===== config.mk =====
export PLATFORM = sky130hd
export DESIGN_NAME = ext_irq_bank
export DESIGN_NICKNAME = d
export VERILOG_FILES = /design/src/rtl/ext_irq_bank.sv
export SDC_FILE = /design/constraint.sdc
export NUM_CORES = 1
export LEC_CHECK = 0
export ABC_AREA = 1
export BUFFER_PORTS_ARGS = -buffer_cell sky130_fd_sc_hd__buf_4
export CAP_MARGIN = 10
export CORE_MARGIN = 3
export CORE_UTILIZATION = 30
export CTS_BUF_LIST = sky130_fd_sc_hd__clkbuf_8
export CTS_CLUSTER_SIZE = 25
export DETAILED_ROUTE_END_ITERATION = 7
export SLEW_MARGIN = 20
export SYNTH_ARGS = -nofsm -noshare
export SYNTH_HDL_FRONTEND = slang
export SYNTH_SLANG_ARGS = --single-unit

===== constraint.sdc =====
create_clock -name clk -period 2.6 [get_ports clk]
set_input_delay 0.52 -clock clk [delete_from_list [all_inputs] [get_ports clk]]
set_output_delay 0.52 -clock clk [all_outputs]
set_load 0.03 [all_outputs]

===== src/rtl/ext_irq_bank.sv =====
module ext_irq_bank #(
  parameter int N_LINES = 8,
  parameter int ADDR_W  = 12
) (
  input  logic               clk,
  input  logic               rst_n,
  input  logic [N_LINES-1:0] pin_i,
  input  logic [ADDR_W-1:0]  bus_addr,
  input  logic [31:0]        bus_wdata,
  input  logic               bus_wr,
  input  logic               bus_rd,
  output logic [31:0]        bus_rdata,
  output logic [N_LINES-1:0] irq_o
);

  localparam logic [ADDR_W-1:0] A_ENSTS = ADDR_W'(32'h004);
  localparam logic [ADDR_W-1:0] A_ENSET = ADDR_W'(32'h008);
  localparam logic [ADDR_W-1:0] A_DET   = ADDR_W'(32'h100);
  localparam logic [ADDR_W-1:0] A_MON   = ADDR_W'(32'h104);
  localparam int                CFG_BASE = 'h180;

  logic [N_LINES-1:0] sy1, lvl, lvl_d;
  logic [N_LINES-1:0] det, en, det_set;
  logic [N_LINES-1:0] det_clr, en_on, en_off;
  logic [31:0]        cfg_rd [N_LINES];
  logic [31:0]        rd_v;

  always_ff @(posedge clk) begin
    if (!rst_n) begin
      sy1   <= '0;
      lvl   <= '0;
      lvl_d <= '0;
    end else begin
      sy1   <= pin_i;
      lvl   <= sy1;
      lvl_d <= lvl;
    end
  end

  assign det_clr = (bus_wr && bus_addr == A_DET)   ? bus_wdata[N_LINES-1:0] : '0;
  assign en_on   = (bus_wr && bus_addr == A_ENSET) ? bus_wdata[N_LINES-1:0] : '0;
  assign en_off  = (bus_wr && bus_addr == A_ENSTS) ? bus_wdata[N_LINES-1:0] : '0;

  always_ff @(posedge clk) begin
    if (!rst_n) begin
      det <= '0;
      en  <= '0;
    end else begin
      det <= (det & ~det_clr) | det_set;
      en  <= (en | en_on) & ~en_off;
    end
  end

  assign irq_o = det & en;

  for (genvar g = 0; g < N_LINES; g++) begin : g_line
    logic [31:0] cfg_q;
    logic        hit;
    assign hit = bus_wr && (bus_addr == ADDR_W'(CFG_BASE + 4*g));

    always_ff @(posedge clk) begin
      if (!rst_n)   cfg_q <= '0;
      else if (hit) cfg_q <= bus_wdata;
    end

    always_comb begin
      case (cfg_q[5:0])
        6'h01:   det_set[g] = ~lvl[g];
        6'h02:   det_set[g] =  lvl[g];
        6'h04:   det_set[g] =  lvl_d[g] & ~lvl[g];
        6'h08:   det_set[g] = ~lvl_d[g] &  lvl[g];
        6'h0C:   det_set[g] =  lvl_d[g] ^  lvl[g];
        default: det_set[g] = 1'b0;
      endcase
    end

    assign cfg_rd[g] = cfg_q;
  end

  always_comb begin
    rd_v = '0;
    case (bus_addr)
      A_ENSTS: rd_v[N_LINES-1:0] = en;
      A_DET:   rd_v[N_LINES-1:0] = det;
      A_MON:   rd_v[N_LINES-1:0] = lvl;
      default: rd_v = '0;
    endcase
    for (int i = 0; i < N_LINES; i++)
      if (bus_addr == ADDR_W'(CFG_BASE + 4*i)) rd_v = cfg_rd[i];
  end

  always_ff @(posedge clk) begin
    if (!rst_n)      bus_rdata <= '0;
    else if (bus_rd) bus_rdata <= rd_v;
  end


  det_set_sticks_chk: assert property (@(posedge clk) disable iff (!rst_n)
    (|det_set) |=> ((det & $past(det_set)) == $past(det_set)));


  en_on_chk: assert property (@(posedge clk) disable iff (!rst_n)
    (bus_wr && bus_addr == A_ENSET) |=> ((en & $past(bus_wdata[N_LINES-1:0])) == $past(bus_wdata[N_LINES-1:0])));


  en_off_chk: assert property (@(posedge clk) disable iff (!rst_n)
    (bus_wr && bus_addr == A_ENSTS) |=> ((en & $past(bus_wdata[N_LINES-1:0])) == '0));


  det_full_clear_chk: assert property (@(posedge clk) disable iff (!rst_n)
    (bus_wr && bus_addr == A_DET && bus_wdata[N_LINES-1:0] == '1 && det_set == '0) |=> (det == '0));


  rdata_hold_chk: assert property (@(posedge clk) disable iff (!rst_n)
    (!bus_rd) |=> $stable(bus_rdata));


  irq_needs_en_chk: assert property (@(posedge clk) disable iff (!rst_n)
    (en == '0) |-> (irq_o == '0));

endmodule


==> results_dict.tcl, run 1 <==
set metrics [dict create \
    dieArea_sq_um 49900 \
    p_leak_nw 6.38 \
    reg2regPathDepth 5 \
    wire_per_inst_um 16.8 \
    endpoint "g_line[3].cfg_q[9]" \
    seq_area_frac_synth_pct 46.3 \
    relSlewSlack_pct 55.4 \
    die_h_um 223 \
    antenna_cells 0 \
    fin_crit_sh_pct 74.8 \
    vias_per_cell 4.91 \
    insertion_delay_ns 0.63 \
    grt_pass1_vias 12606 \
    arrival_ns 2.42 \
    cp_num_cells 12 \
    cts_htree_levels 2 \
    first_pass_iters 5 \
    drt_iter0_drc 948 \
    grt_first_pass_wirelength_um 70700 \
    cp-start-kind "input pin" \
    dp_hpwl_um 29300 \
    rsz0062_at_grt "no" \
    area_delta_synth_final_pct 18.7 \
    die_w_um 223 \
    crit_buf_inv 4 \
    critPathKind "in2reg" \
    postCtsSetupRepairBufs 0 \
    synth-seq-cells 328 \
    r2r_slack_ns 1.03 \
    synth_cell_types 30 \
    crit_family "simple AND/OR/NAND/NOR gates" \
    rr_startpoint "lvl[1]" \
    ir_worst_vdd_uv 366 \
    port_buffers 95 \
    netlist_area_sq_um 14200 \
    totalWireLength_um 45000 \
    clk_pin_slew_ns 0.06 \
    cts_hold_buffers 0 \
    clk_path_buf_depth 3 \
    max_slew.worst_pin.slew_ns 0.668 \
    tritoncts "yes" \
    drcViolationCount 0 \
    timing.hold.ws_ns 0.0902 \
    syn-mean-instance-area_sq_um 7.30 \
    power_density_nw_per_um2 610 \
    seq_area_sq_um 6570 \
    max_freq_ghz 0.514 \
    track_usage_pct 17.7 \
    maxCapViolCount 0 \
    fin_util_pct 36.0 \
    drive_gt1_share_pct 13.4 \
    syn_inst 1941 \
    fillers 4929 \
    finalHoldViolations 0 \
    nNetsFinal 2096 \
    holdCritPathClass "in2reg" \
    critPathLaunch "bus_addr[10]" \
    cts_buffers 55 \
    status "finished clean" \
    ant_nets 0 \
    finalMaxSlewViolations 0 \
    crit_top_cell "nand2_1" \
    crit_path_end_kind "flip-flop" \
    start_util_pct 30.4 \
    num_io_pins 96 \
    crit_path_max_fanout 52 \
    path_cells "buf_4 -> inv_1 -> nand2_1 -> nor2_2 -> nand2_1 -> nor3_2 -> inv_2 -> nor2_1 -> nand2_2 -> buf_12 -> o21ai_0 -> a21oi_1" \
    crit_required_ns 3.07 \
    grt-ovfl-total 0 \
    fin_tns_setup_ns 0 \
    grt_antenna_before_repair 0 \
    setup_violations 0 \
    finClkSkew_ns 0.0345 \
    synth_nets 2013 \
    multiInputGateArea_sq_um 6140 \
    yosys_warnings 0 \
    regToRegEndpoint "det[1]" \
    cts-root-buf "clkbuf_8" \
    core_sq_um 46700 \
    cts_sinks 328 \
    num_rows 79 \
    gp_congestion 0.902 \
    cts_resized 0 \
    via_count 13126 \
    grt_max_degree 79 \
    finalCriticalPeriod_ns 1.94 \
    slowest_stage "nor2_2" \
    max_stage_delay_ns 0.39 \
]
==> worst min path at each step <==
stage                     startpoint  endpoint  cells past startpoint
after detailed placement      sy1[2]    lvl[2]                      2
after floorplan               sy1[0]    lvl[0]                      2
after global routing        pin_i[7]    sy1[7]                      3
after global placement        sy1[6]    lvl[6]                      2
after CTS                   pin_i[3]    sy1[3]                      3
final                       pin_i[3]    sy1[3]                      3
==> power breakdown <==
part | internal [mW] | total, mW | switching, mW
Combinational | 0.122 | 0.408 | 0.286
Sequential | 5.04 | 5.06 | 0.0142
Clock | 2.66 | 4.79 | 2.14
Total | 7.82 | 10.3 | 2.44
==> state kept, by name, summed over array words and instances (netlist names) <==
name          flops
det               8
lvl               8
lvl_d             8
sy1               8
bus_rdata        32
en                8
g_line.cfg_q    256
==> cell type report <==
type | instances | area share [%]
multi-input combinational | 1226 | 36.5
inverter | 266 | 5.94
timing repair buffer | 147 | 7.10
clock inverter | 32 | 1.34
sequential | 328 | 39.0
tap | 607 | 4.52
clock buffer | 68 | 5.56
==> cell families after synthesis <==
family / Yosys count / synth area share (%)
flip-flops: 328 / 46.3
buffers and inverters: 387 / 10.6
AND/OR/NAND/NOR: 639 / 19.6
adder cells (fa/ha/maj): 16 / 1.41
AO/OA/AOI/OAI: 571 / 22.1
==> Yosys cell counts <==
master | number | area share (%)
dfxtp_1 | 328 | 46
nand2_1 | 308 | 8.2
inv_1 | 259 | 6.9
a21oi_1 | 252 | 8.9
o21ai_0 | 243 | 8.6
nor2_1 | 178 | 4.7
clkbuf_1 | 89 | 2.4
nor3_1 | 56 | 2.0
nand4_1 | 41 | 1.8
nand3_1 | 33 | 1.2
o2111ai_1 | 32 | 2.0
buf_2 | 25 | 0.88
a21oi_2 | 20 | 1.2
ha_1 | 16 | 1.4
o211a_1 | 8 | 0.56
o31ai_1 | 8 | 0.42
inv_2 | 7 | 0.19
o211ai_1 | 6 | 0.32
buf_4 | 4 | 0.21
nand3_2 | 4 | 0.28
nor3_2 | 4 | 0.28
nor3_4 | 4 | 0.46
buf_1 | 3 | 0.079
nor2_2 | 3 | 0.13
nor2_4 | 3 | 0.24
nand2_2 | 2 | 0.088
o21a_1 | 2 | 0.11
nand4_2 | 1 | 0.088
nand4_4 | 1 | 0.15
or2_2 | 1 | 0.044
==> layer usage <==
metal | vias to the layer above | track usage [%] | wire length, um
met3 | 81 | 2.78 | 2690
met5 | - | 0 | 0
met4 | 0 | 4.19 | 789
met2 | 388 | 30.0 | 21200
li1 | 6533 | - | -
met1 | 6124 | 23.7 | 20300
==> per-stage QoR <==
step | instance area, sq um | setup WS [ns] | total power [mW] | instances
after floorplan | 14200 | 0.762 | 5.35 | 1941
after global placement | 15700 | 0.180 | 5.57 | 2574
after detailed placement | 15700 | 0.126 | 5.57 | 2574
after CTS | 16800 | 0.701 | 10.4 | 2674
after global routing | 16800 | 0.606 | 10.7 | 2674
final | 16800 | 0.655 | 10.3 | 2674
==> worst register-to-register path, cell delays in order, from the launching register on <==
cell       delay [ns]
dfxtp_1          0.51
inv_1            0.09
ha_1             0.30
a21oi_1          0.20
o2111ai_1        0.22
a21oi_1          0.18
==> layout by cell type, fill, tap and decap left out, types with 2 or more instances in the layout <==
master	count
nor3_1	56
o211ai_1	6
o211a_1	8
clkbuf_8	68
o31ai_1	8
clkinv_2	4
nand2_1	306
nor2_1	178
inv_1	281
bufinv_16	3
nand3_1	32
o21ai_0	243
a21oi_1	252
inv_2	7
a21oi_2	20
ha_1	16
nand4_1	41
nor3_4	7
nand3_2	5
o2111ai_1	32
buf_12	7
o21a_1	2
buf_4	139
nand2_2	4
nor2_2	3
nor2_4	3
dfxtp_1	328
(Power assumes the default switching activity.)
==> run 2, diff against run 1 <==
==> constraint.sdc (replaced) <==
create_clock -name clk -period 1.8 [get_ports clk]
set_input_delay 0.36 -clock clk [delete_from_list [all_inputs] [get_ports clk]]
set_output_delay 0.36 -clock clk [all_outputs]
set_load 0.03 [all_outputs]
==> run 2 against run 1 <==
Net effect: core utilization grew 1.8 points; clock-buffer cell count grew 6; highest routed layer unchanged; register-to-register slack lost 0.77 ns; critical endpoint is now irq_o[7]; wire length grew 0.88%; global-route usage grew 0.22 points; worst hold slack lost 0.044 ns.
==> results_dict.tcl, run 2 (synthesized netlist as in run 1, its figures left out) <==
set metrics [dict create \
    clk_pin_slew_ns 0.07 \
    cts_htree_levels 2 \
    crit_path_max_fanout 3 \
    gp_congestion 0.889 \
    postCtsSetupRepairBufs 0 \
    m1WireLength_um 19600 \
    rsz0062_at_grt "no" \
    cts_hold_buffers 21 \
    track_usage_pct 17.9 \
    grt_max_degree 65 \
    arrival_ns 1.30 \
    totalWireLength_um 45400 \
    placed_area_sq_um 16300 \
    dr_wl_met3_um 3030 \
    finalMaxSlewViolations 0 \
    start_util_pct 30.4 \
    cts_resized 0 \
    tritoncts "yes" \
    clk_path_buf_depth 3 \
    layout_commonest_cell "dfxtp_1" \
    max_freq_ghz 0.603 \
    largest_register_ffs 256 \
    finalHoldViolations 0 \
    timing.hold.ws_ns 0.0459 \
    die_h_um 223 \
    final-instance-count-excl-fill 2736 \
    highest-signal-layer "met4" \
    first_pass_iters 5 \
    fillers 4870 \
    regMostFlops "g_line.cfg_q" \
    insertion_delay_ns 0.63 \
    final_cell_mix "dfxtp_1, nand2_1, inv_1" \
    final_area_sq_um 17700 \
    num_rows 79 \
    top_regs "g_line.cfg_q: 256 flops, bus_rdata: 32 flops" \
    nNetsFinal 2157 \
    crit_required_ns 1.44 \
    finalCriticalPeriod_ns 1.66 \
    die_w_um 223 \
    grt-ovfl-total 0 \
    port_buffers 95 \
    finClkSkew_ns 0.0220 \
    crit_path_end_kind "primary output" \
    dieArea_sq_um 49900 \
    cts_sinks 328 \
    dp.cells 2613 \
    ant_nets 0 \
    p_leak_nw 6.77 \
    grt_pass1_vias 13129 \
    wire_per_inst_um 16.6 \
    fin_tns_setup_ns 0 \
    grt_antenna_before_repair 0 \
    holdCritPathClass "in2reg" \
    setup_violations 0 \
    drive_gt1_share_pct 15.2 \
    fin_crit_sh_pct 92.1 \
    vias_per_cell 4.91 \
    cts-root-buf "clkbuf_8" \
    drcViolationCount 0 \
    critPathKind "reg2out" \
    maxCapViolCount 0 \
    num_io_pins 96 \
    antenna_cells 0 \
    setup_ws_ns 0.143 \
    fin_util_pct 37.8 \
    dp_hpwl_um 30400 \
    power_density_nw_per_um2 844 \
    via_count 13429 \
    wl_met2_um 21500 \
    place_ws_ns -0.401 \
    area_delta_synth_final_pct 24.5 \
    total_power_mw 14.9 \
    cts_buffers 56 \
    cp-start-kind "flip-flop" \
    status "finished clean" \
    core_sq_um 46700 \
    max_slew.worst_pin.slew_ns 0.483 \
    relSlewSlack_pct 67.8 \
    grt_first_pass_wirelength_um 71800 \
    drt_iter0_drc 925 \
    ir_worst_vdd_uv 583 \
]
[run 2: path summary, 6_finish.rpt]
check | start | end | slack, ns | cells past startpoint
setup / recovery | det[7] | irq_o[7] | 0.14 | 3
hold / removal | bus_wdata[25] | g_line[2].cfg_q[25] | 0.05 | 3
setup reg to reg | lvl[4] | det[4] | 0.26 | 5
hold reg to reg | sy1[1] | lvl[1] | 0.41 | 2
[run 2: area by class of cell]
type / count / area [sq um] / share of cell area [%]
multi-input cells: 1226 / 6140 / 34.8
inverters: 266 / 998 / 5.66
clock inverters: 28 / 160 / 0.907
well taps: 607 / 759 / 4.30
repair buffers: 207 / 2010 / 11.4
flip-flops and latches: 328 / 6570 / 37.2
clock buffers: 74 / 1020 / 5.77
[run 2: worst max-delay path: stages (launching register included)]
cell and delay (ns):
dfxtp_1 0.36, nand2_1 0.10, inv_1 0.07, buf_4 0.15
[run 2: layer usage]
metal  vias to the layer above  global-route usage [%]
li1                       6656                       -
met1                      6229                    23.2
met2                       455                    30.6
met3                        89                    2.78
met4                         0                    5.80
met5                         -                       0
[run 2: where the power goes]
part           internal (mW)  switching (mW)
Sequential              7.28          0.0207
Combinational          0.241           0.427
Clock                   3.82            3.11
Total                   11.3            3.55
